--- config.mk ---
export PLATFORM = sky130hd
export DESIGN_NAME = open_page_policy
export DESIGN_NICKNAME = d
export VERILOG_FILES = /design/src/rtl/opp_pkg.sv /design/src/rtl/opp_code_decode.sv /design/src/rtl/opp_bank_timer.sv /design/src/rtl/opp_streak_guard.sv /design/src/rtl/open_page_policy.sv
export SDC_FILE = /design/constraint.sdc
export NUM_CORES = 1
export LEC_CHECK = 0
export BUFFER_PORTS_ARGS = -buffer_cell sky130_fd_sc_hd__buf_2
export CORE_MARGIN = 1.5
export CORE_UTILIZATION = 43
export DETAILED_ROUTE_END_ITERATION = 16
export PLACE_DENSITY = 0.61
export SYNTH_ARGS = -nofsm -noshare
export SYNTH_HDL_FRONTEND = slang
export SYNTH_SLANG_ARGS = --single-unit
--- constraint.sdc ---
create_clock -name clk -period 2.2 [get_ports clk]
set_input_delay 0.44 -clock clk [delete_from_list [all_inputs] [get_ports clk]]
set_output_delay 0.44 -clock clk [all_outputs]
set_load 0.05 [all_outputs]
--- src/rtl/opp_pkg.sv ---
package opp_pkg;

  localparam int IDLE_CODE_W  = 3;
  localparam int LIMIT_CODE_W = 2;
  localparam int IDLE_MAX     = 48;
  localparam int STREAK_MAX   = 16;
  localparam int IDLE_CNT_W   = $clog2(IDLE_MAX + 2);
  localparam int STREAK_W     = $clog2(STREAK_MAX + 1);

  localparam logic [IDLE_CODE_W-1:0] IDLE_OFF = 3'b111;

  // idle code -> number of idle cycles tolerated
  function automatic logic [IDLE_CNT_W-1:0] idle_cycles(input logic [IDLE_CODE_W-1:0] code);
    logic [IDLE_CNT_W-1:0] v;
    case (code)
      3'b000:  v = IDLE_CNT_W'(0);
      3'b001:  v = IDLE_CNT_W'(8);
      3'b010:  v = IDLE_CNT_W'(12);
      3'b011:  v = IDLE_CNT_W'(16);
      3'b100:  v = IDLE_CNT_W'(24);
      3'b101:  v = IDLE_CNT_W'(32);
      3'b110:  v = IDLE_CNT_W'(48);
      default: v = IDLE_CNT_W'(0);
    endcase
    return v;
  endfunction

  // limit code -> page-hit services allowed while a miss waits
  function automatic logic [STREAK_W-1:0] streak_cap(input logic [LIMIT_CODE_W-1:0] code);
    logic [STREAK_W-1:0] v;
    case (code)
      2'b00:   v = STREAK_W'(1);
      2'b01:   v = STREAK_W'(4);
      2'b10:   v = STREAK_W'(8);
      default: v = STREAK_W'(16);
    endcase
    return v;
  endfunction

endpackage

--- src/rtl/opp_code_decode.sv ---
module opp_code_decode
  import opp_pkg::*;
(
  input  logic [IDLE_CODE_W-1:0]  idle_code,
  input  logic [LIMIT_CODE_W-1:0] limit_code,
  output logic                    idle_en,
  output logic [IDLE_CNT_W-1:0]   idle_thr,
  output logic [STREAK_W-1:0]     hit_cap
);

  always_comb begin
    idle_en  = (idle_code != IDLE_OFF);
    idle_thr = idle_cycles(idle_code);
    hit_cap  = streak_cap(limit_code);
  end

  // the largest enabled threshold stays within the counter range
  always_comb begin
    if (idle_en) assert (int'(idle_thr) <= IDLE_MAX)
      else $error("a_r1_thr_range");
  end

endmodule

--- src/rtl/opp_bank_timer.sv ---
module opp_bank_timer #(
  parameter int CNT_W = 6
) (
  input  logic             clk,
  input  logic             rst_n,
  input  logic             en,
  input  logic [CNT_W-1:0] thr,
  input  logic             act,
  input  logic             rw,
  input  logic             pre,
  output logic             is_open,
  output logic             close_req
);

  localparam logic [CNT_W-1:0] CNT_TOP = {CNT_W{1'b1}};

  logic             open_q;
  logic [CNT_W-1:0] idle_q;
  logic             pend_q;
  logic             touch;

  assign touch = act | rw;

  always_ff @(posedge clk or negedge rst_n) begin
    if (!rst_n) begin
      open_q <= 1'b0;
      idle_q <= '0;
      pend_q <= 1'b0;
    end else if (touch) begin
      open_q <= 1'b1;
      idle_q <= '0;
      pend_q <= 1'b0;
    end else if (pre) begin
      open_q <= 1'b0;
      idle_q <= '0;
      pend_q <= 1'b0;
    end else if (open_q) begin
      if (idle_q != CNT_TOP) idle_q <= idle_q + 1'b1;
      pend_q <= en & (pend_q | (idle_q >= thr));
    end
  end

  assign is_open   = open_q;
  assign close_req = pend_q;

  a_r6_only_open: assert property (@(posedge clk) disable iff (!rst_n)
    close_req |-> is_open);

  a_r5_touch_clears: assert property (@(posedge clk) disable iff (!rst_n)
    touch |=> (is_open && !close_req));

  a_r6_pre_closes: assert property (@(posedge clk) disable iff (!rst_n)
    (pre && !touch) |=> (!is_open && !close_req));

  a_r2_off_no_req: assert property (@(posedge clk) disable iff (!rst_n)
    !en |=> !close_req);

endmodule

--- src/rtl/opp_streak_guard.sv ---
module opp_streak_guard #(
  parameter int SW = 5
) (
  input  logic          clk,
  input  logic          rst_n,
  input  logic [SW-1:0] cap,
  input  logic          miss_waiting,
  input  logic          hit_grant,
  input  logic          miss_grant,
  output logic          force_miss
);

  logic [SW-1:0] streak_q;
  logic          force_q;
  logic [SW:0]   streak_inc;

  assign streak_inc = {1'b0, streak_q} + 1'b1;

  always_ff @(posedge clk or negedge rst_n) begin
    if (!rst_n) begin
      streak_q <= '0;
      force_q  <= 1'b0;
    end else if (miss_grant) begin
      streak_q <= '0;
      force_q  <= 1'b0;
    end else if (!miss_waiting) begin
      streak_q <= '0;
    end else if (hit_grant) begin
      if (streak_q < cap) streak_q <= streak_inc[SW-1:0];
      if (streak_inc >= {1'b0, cap}) force_q <= 1'b1;
    end
  end

  assign force_miss = force_q;

  a_r7_rise_on_hit: assert property (@(posedge clk) disable iff (!rst_n)
    (!force_miss && !(hit_grant && miss_waiting)) |=> !force_miss);

  a_r9_sticky: assert property (@(posedge clk) disable iff (!rst_n)
    (force_miss && !miss_grant) |=> force_miss);

  a_r9_release: assert property (@(posedge clk) disable iff (!rst_n)
    miss_grant |=> !force_miss);

  a_r8_idle_reset: assert property (@(posedge clk) disable iff (!rst_n)
    !miss_waiting |=> (streak_q == '0));

endmodule

--- src/rtl/open_page_policy.sv ---
module open_page_policy
  import opp_pkg::*;
#(
  parameter int NUM_BANKS = 4
) (
  input  logic                    clk,
  input  logic                    rst_n,
  input  logic [IDLE_CODE_W-1:0]  idle_code,
  input  logic [LIMIT_CODE_W-1:0] limit_code,
  input  logic [NUM_BANKS-1:0]    bank_act,
  input  logic [NUM_BANKS-1:0]    bank_rw,
  input  logic [NUM_BANKS-1:0]    bank_pre,
  input  logic                    miss_waiting,
  input  logic                    hit_grant,
  input  logic                    miss_grant,
  output logic [NUM_BANKS-1:0]    close_req,
  output logic                    force_miss
);

  logic                  idle_en;
  logic [IDLE_CNT_W-1:0] idle_thr;
  logic [STREAK_W-1:0]   hit_cap;
  logic [NUM_BANKS-1:0]  open_vec;

  opp_code_decode u_dec (
    .idle_code  (idle_code),
    .limit_code (limit_code),
    .idle_en    (idle_en),
    .idle_thr   (idle_thr),
    .hit_cap    (hit_cap)
  );

  for (genvar b = 0; b < NUM_BANKS; b++) begin : g_bank
    opp_bank_timer #(.CNT_W(IDLE_CNT_W)) u_tmr (
      .clk       (clk),
      .rst_n     (rst_n),
      .en        (idle_en),
      .thr       (idle_thr),
      .act       (bank_act[b]),
      .rw        (bank_rw[b]),
      .pre       (bank_pre[b]),
      .is_open   (open_vec[b]),
      .close_req (close_req[b])
    );
  end

  opp_streak_guard #(.SW(STREAK_W)) u_streak (
    .clk          (clk),
    .rst_n        (rst_n),
    .cap          (hit_cap),
    .miss_waiting (miss_waiting),
    .hit_grant    (hit_grant),
    .miss_grant   (miss_grant),
    .force_miss   (force_miss)
  );

  a_r6_closed_quiet: assert property (@(posedge clk) disable iff (!rst_n)
    (close_req & ~open_vec) == '0);

endmodule

# --- Yosys cells after proc, flatten, opt, wreduce, memory -nomap -nowiden ---
# Cells that the tools add are included.
totals:
  ff_bits: 38
  out_inout_bits: 5
classes:
  add_sub_neg: 5
  order_cmp: 6
  eq_ne: 15
  mux: 46
  bitwise: 12
  reduce_logical: 22
ops:
  columns: ["operator", "n"]
  rows:
  - ["6-bit 2-to-1 mux", 16]
  - ["6-bit case mux with 6 select lines", 1]
  - ["6-bit by 1-bit adder with 6-bit output (second input constant)", 4]
  - ["6-bit greater-or-equal comparator", 4]
  - ["1-bit 2-to-1 mux", 24]
  - ["6-bit inequality test (second input constant)", 4]
  - ["3-bit nonzero test", 8]
  - ["5-bit 2-to-1 mux", 4]
  - ["5-bit case mux with 3 select lines", 1]
  - ["2-bit nonzero test", 7]
  - ["2-bit AND reduction", 5]
  - ["3-bit == test (second input constant)", 3]
  - ["1-bit OR", 8]
  - ["5-bit by 1-bit adder with 6-bit output (second input constant)", 1]
  - ["3-bit by 2-bit == test with 1-bit output (second input constant)", 2]
  - ["6-bit by 5-bit greater-or-equal comparator with 1-bit output", 1]
  - ["3-bit by 1-bit inequality test with 1-bit output (second input constant)", 2]
  - ["5-bit < comparator", 1]
  - ["1-bit bitwise AND", 4]
  - ["3-bit by 1-bit == test with 1-bit output (second input constant)", 1]
  - ["3-bit inequality test (second input constant)", 1]
  - ["3-bit AND reduction", 1]
  - ["2-bit by 1-bit == test with 1-bit output (second input constant)", 1]
  - ["2-bit == test (second input constant)", 1]
  - ["2-bit zero test", 1]

# --- Longest topological paths before layout ---
depth:
  ltp_word: 8
  ltp_mapped: 7
  ltp_nobuf: 7

# --- Modules after synthesis ---
# A second synthesis with hierarchy kept.
unflattened:
  hier_cells: 315
  area_unflattened_um2: 2974.1
modules_own_cells:
  columns: ["module", "instances", "cells_each", "area_each_um2", "seq_area_each_um2"]
  rows:
  - ["opp_bank_timer", 4, 59, 574.3, 200.2]
  - ["opp_streak_guard", 1, 61, 565.5, 150.1]
  - ["opp_code_decode", 1, 18, 111.4, 0.0]

# --- Worst setup path before layout ---
# OpenSTA, ideal clock, no wires.
synth_path:
  path_kind: "in2reg"
  startpoint: "input port idle_code[1]"
  endpoint: "register g_bank[1].u_tmr.pend_q"
  setup_time_ps: 137
  arrival_time_ps: 1886
  required_time_ps: 2063
  setup_slack_ps: 177
  cell_stages: 7
  path_cell_list: "nor2b_1 > nor2b_1 > ha_1 > a21bo_2 > a211o_1 > a211oi_1 > a2111oi_2"
synth_between:
  elab_chain_len: 8
  word_cells_on_any_way: 14
  cone_classes: "order compare (1); eq/ne (7); mux (4); bitwise (2)"
synth_rtl:
  columns: ["item", "line_no", "source"]
  rows:
  - ["start: declaration", "open_page_policy.sv:8", "input logic [IDLE_CODE_W-1:0] idle_code,"]
  - ["3-bit == test (tied with other cells)", "opp_pkg.sv:15", "case (code)"]
  - ["6-bit case mux with 6 select lines", "opp_pkg.sv:15", null]
  - ["6-bit greater-or-equal comparator", "opp_bank_timer.sv:39", "pend_q <= en & (pend_q | (idle_q >= thr));"]
  - ["1-bit OR", "opp_bank_timer.sv:39", null]
  - ["1-bit bitwise AND *", "opp_bank_timer.sv:39", null]
  - ["1-bit 2-to-1 mux *", "opp_bank_timer.sv:37", "end else if (open_q) begin"]
  - ["1-bit 2-to-1 mux *", "opp_bank_timer.sv:33", "end else if (pre) begin"]
  - ["1-bit 2-to-1 mux *", "opp_bank_timer.sv:29", "end else if (touch) begin"]
  - ["end signal: assignment", "opp_bank_timer.sv:39", null]
  - ["end: declaration", "opp_bank_timer.sv:19", "logic pend_q;"]
# Every way passes the cells marked *; elsewhere a longest branch is shown, timed or not. The select of a mux whose other input is x is not followed.
# A chain may end at the register's enable or synchronous reset.

# --- Worst setup path after layout ---
layout_path:
  startpoint: "input port idle_code[2]"
  endpoint: "register g_bank[1].u_tmr.pend_q"
# Same word-level chain as after synthesis.

==> results.toml <==
[sta]
rsz0062_at_grt = "no"
max_freq_mhz = 506
fin_crit_ns = 1.98
tightest_slew_ns = 0.499
final_hold_viol_count = 0
finalSetupTns_ns = 0
slew_headroom_pct = 66.3
finalSetupViolations = 0
skew_ns = 0.00599
slew_viol_final = 0
period_share_pct = 89.9

[finish]
final_util_pct = 49.6
syn_to_final_growth_pct = 11.9
diodes = 0
fillers = 561
fin_nets = 361
stdcell_area_um2 = 2920
drive_above_1_share_pct = 15.3

[grt]
antenna_found_initial = 0
grt-ovfl-total = 0
grt_pass1_wl_mm = 8.83
grt_max_degree = 39
grt.total_usage_pct = 17.3
grt_pass1_vias = 1907

[power]
p_total_mw = 1.40
p_per_area_nw_per_um2 = 480
p_comb_share_pct = 13.2
swShare_pct = 25.6
power_frac_seq_pct = 51.6
vdd_drop_max_mv = 0.336
clockPowerShare_pct = 35.2
intPower_mw = 1.04
leakagePower_nw = 1.37
power.switching_mw = 0.359

[synthesis]
syn_nets = 331
synth_most_common_cell = "dfrtp_1"
syn_inst = 276
ys_seq_elements = 38
yosys.area.top_type = "dfrtp_1"
async_flop_share_pct = 100
yosysSeqAreaShare_pct = 36.5
synth.top_cell.area_share_pct = 36.5
ys_top_cells_by_count = "dfrtp_1, ha_1, nor2_1"
synth_cell_type_count = 39
yosysWarnings = 0
synth_flop_cell = "dfrtp_1"
syn_avg_cell_area_um2 = 9.45
synth_edf_count = 0
synth_area_leaders = "dfrtp_1, ha_1, nor2_1"
syn_area_um2 = 2610

[worst_setup_path]
critPathLaunchType = "primary input"
cp_data_arrival_time_ns = 2.13
critPathRequiredTime_ns = 2.36
crit_type = "primary input to flop"
slowest_stage = "nor2b_2"
r2r-start = "u_streak.streak_q[0]"
reg2regPathDepth = 6
endpoint = "g_bank[1].u_tmr.close_req"
critPathMaxFanout = 4
cp-startpoint = "idle_code[2]"
timing.rr.end = "u_streak.force_miss"
critPathMaxStageDelay_ns = 0.30
reg2reg_slack_ns = 0.24
worstPathCellList = "buf_2, nor2b_1, nor2b_2, ha_1, a21bo_2, a211o_1, a211oi_1, a2111oi_2"
endpoint_kind = "flop"

[clock_tree]
ctsHoldBuffers = 0
numCtsBuffers = 5
cts_buffer_depth = 2
cts.htree.levels = 2
root_buffer = "clkbuf_8"
clkSlewWorstSetupHoldPaths_ns = 0.07
cts.sinks = 38
clk_latency_ns = 0.29
tritoncts = "yes"
post_cts_buffers = 0

[route]
route.detailed.drc = 0
wl_per_cell_um = 13.4
drt-pass1-iter-count = 4
totalWireLength_mm = 5.13
drt_iter0_markers = 57
drt-vias-per-instance = 5.37
ant_nets = 0
vias = 2050

[place]
place.detailed.hpwl_mm = 3.87
port-buffer-count = 26
globalplace.congestion = 0.805
place_area_um2 = 2830

[hold_path]
hp-class = "primary input to asynchronous set/reset pin"

[floorplanning]
die_y_um = 80.9
rows = 28
dieArea_um2 = 6540
start_util_pct = 44.3
die_w_um = 80.9
num_io_pins = 27
core_um2 = 5890

[outcome]
status = "finished clean"

[flow_run]
cap_violations = 0
[state kept, by name (all words and copies together), names as in the netlist]
name and flops:
u_streak.streak_q 5, g_bank.u_tmr.idle_q 24, u_streak.force_miss 1, g_bank.u_tmr.is_open 4
g_bank.u_tmr.close_req 4
[layout by cell type (no fill, tap or decap), types with 7 or more instances in the layout]
| cell | count |
|---|---|
| dfrtp_1 | 38 |
| ha_1 | 33 |
| nor2_1 | 29 |
| buf_2 | 26 |
| inv_1 | 22 |
| o21ai_0 | 21 |
| nand2_1 | 14 |
| nand3_1 | 13 |
| a21oi_1 | 10 |
| mux2i_1 | 8 |
| xnor2_1 | 7 |
[how the worst min path moves through the flow]
stage | end | cells after the start
6_report | g_bank[0].u_tmr.idle_q[1] | 2
2_1_floorplan | g_bank[0].u_tmr.close_req | 0
4_1_cts | g_bank[0].u_tmr.close_req | 2
3_5_place_dp | u_streak.force_miss | 1
5_1_grt | g_bank[0].u_tmr.close_req | 2
3_3_place_gp | u_streak.force_miss | 1
[power groups by stage]
stage	logic, mW	registers, mW	clock network (mW)
after floorplan	0.110	0.736	0
after global placement	0.180	0.735	0
after detailed placement	0.187	0.735	0
after CTS	0.187	0.722	0.516
after global routing	0.213	0.724	0.552
final	0.185	0.722	0.494
[repair_timing]
item,CTS,global route
endpoints found under the hold margin,0,0
resized for setup,0,1
endpoints found under the setup margin,0,1
[layout make-up]
cell class	count	area (um2)	share of cell area, %
multi-input cells	208	1530	52.5
flip-flops and latches	38	951	32.6
repair buffers	31	168	5.74
well taps	75	93.8	3.21
clock buffers	7	86.3	2.96
inverters	22	82.6	2.83
clock inverters	1	5.00	0.171
[per-layer routing]
| layer | part of all wire (%) | up-vias | GRT usage [%] |
|---|---|---|---|
| li1 | - | 1052 | - |
| met1 | 52 | 966 | 23.9 |
| met2 | 44 | 25 | 27.3 |
| met3 | 2.6 | 7 | 3.82 |
| met4 | 0.94 | 0 | 4.66 |
| met5 | 0 | - | 0 |
[worst max-delay path: cells and delay by family]
| kind | cells | cell delay, ns |
|---|---|---|
| compound gates | 4 | 0.85 |
| fa+ha+maj | 1 | 0.28 |
| buf+inv | 1 | 0.11 |
| simple gates | 2 | 0.46 |
[through the flow]
stage                     setup slack [ns]  hold slack (ns)  std cells
final                                0.223            0.197        382
after global routing                 0.106            0.236        382
after CTS                            0.125            0.210        382
after detailed placement            -0.178            0.486        374
after global placement             -0.0588            0.491        374
after floorplan                      0.177            0.144        276
[cells by family (layout without fill, tap and decap cells)]
family | Yosys count | in the layout | synth area share, %
compound gates | 67 | 67 | 17.9
mux | 9 | 9 | 3.50
xor+xnor | 12 | 12 | 4.03
flops | 38 | 38 | 36.5
buf+inv | 30 | 61 | 4.89
simple gates | 87 | 87 | 17.4
fa+ha+maj | 33 | 33 | 15.8
(Power assumes the default switching activity.)
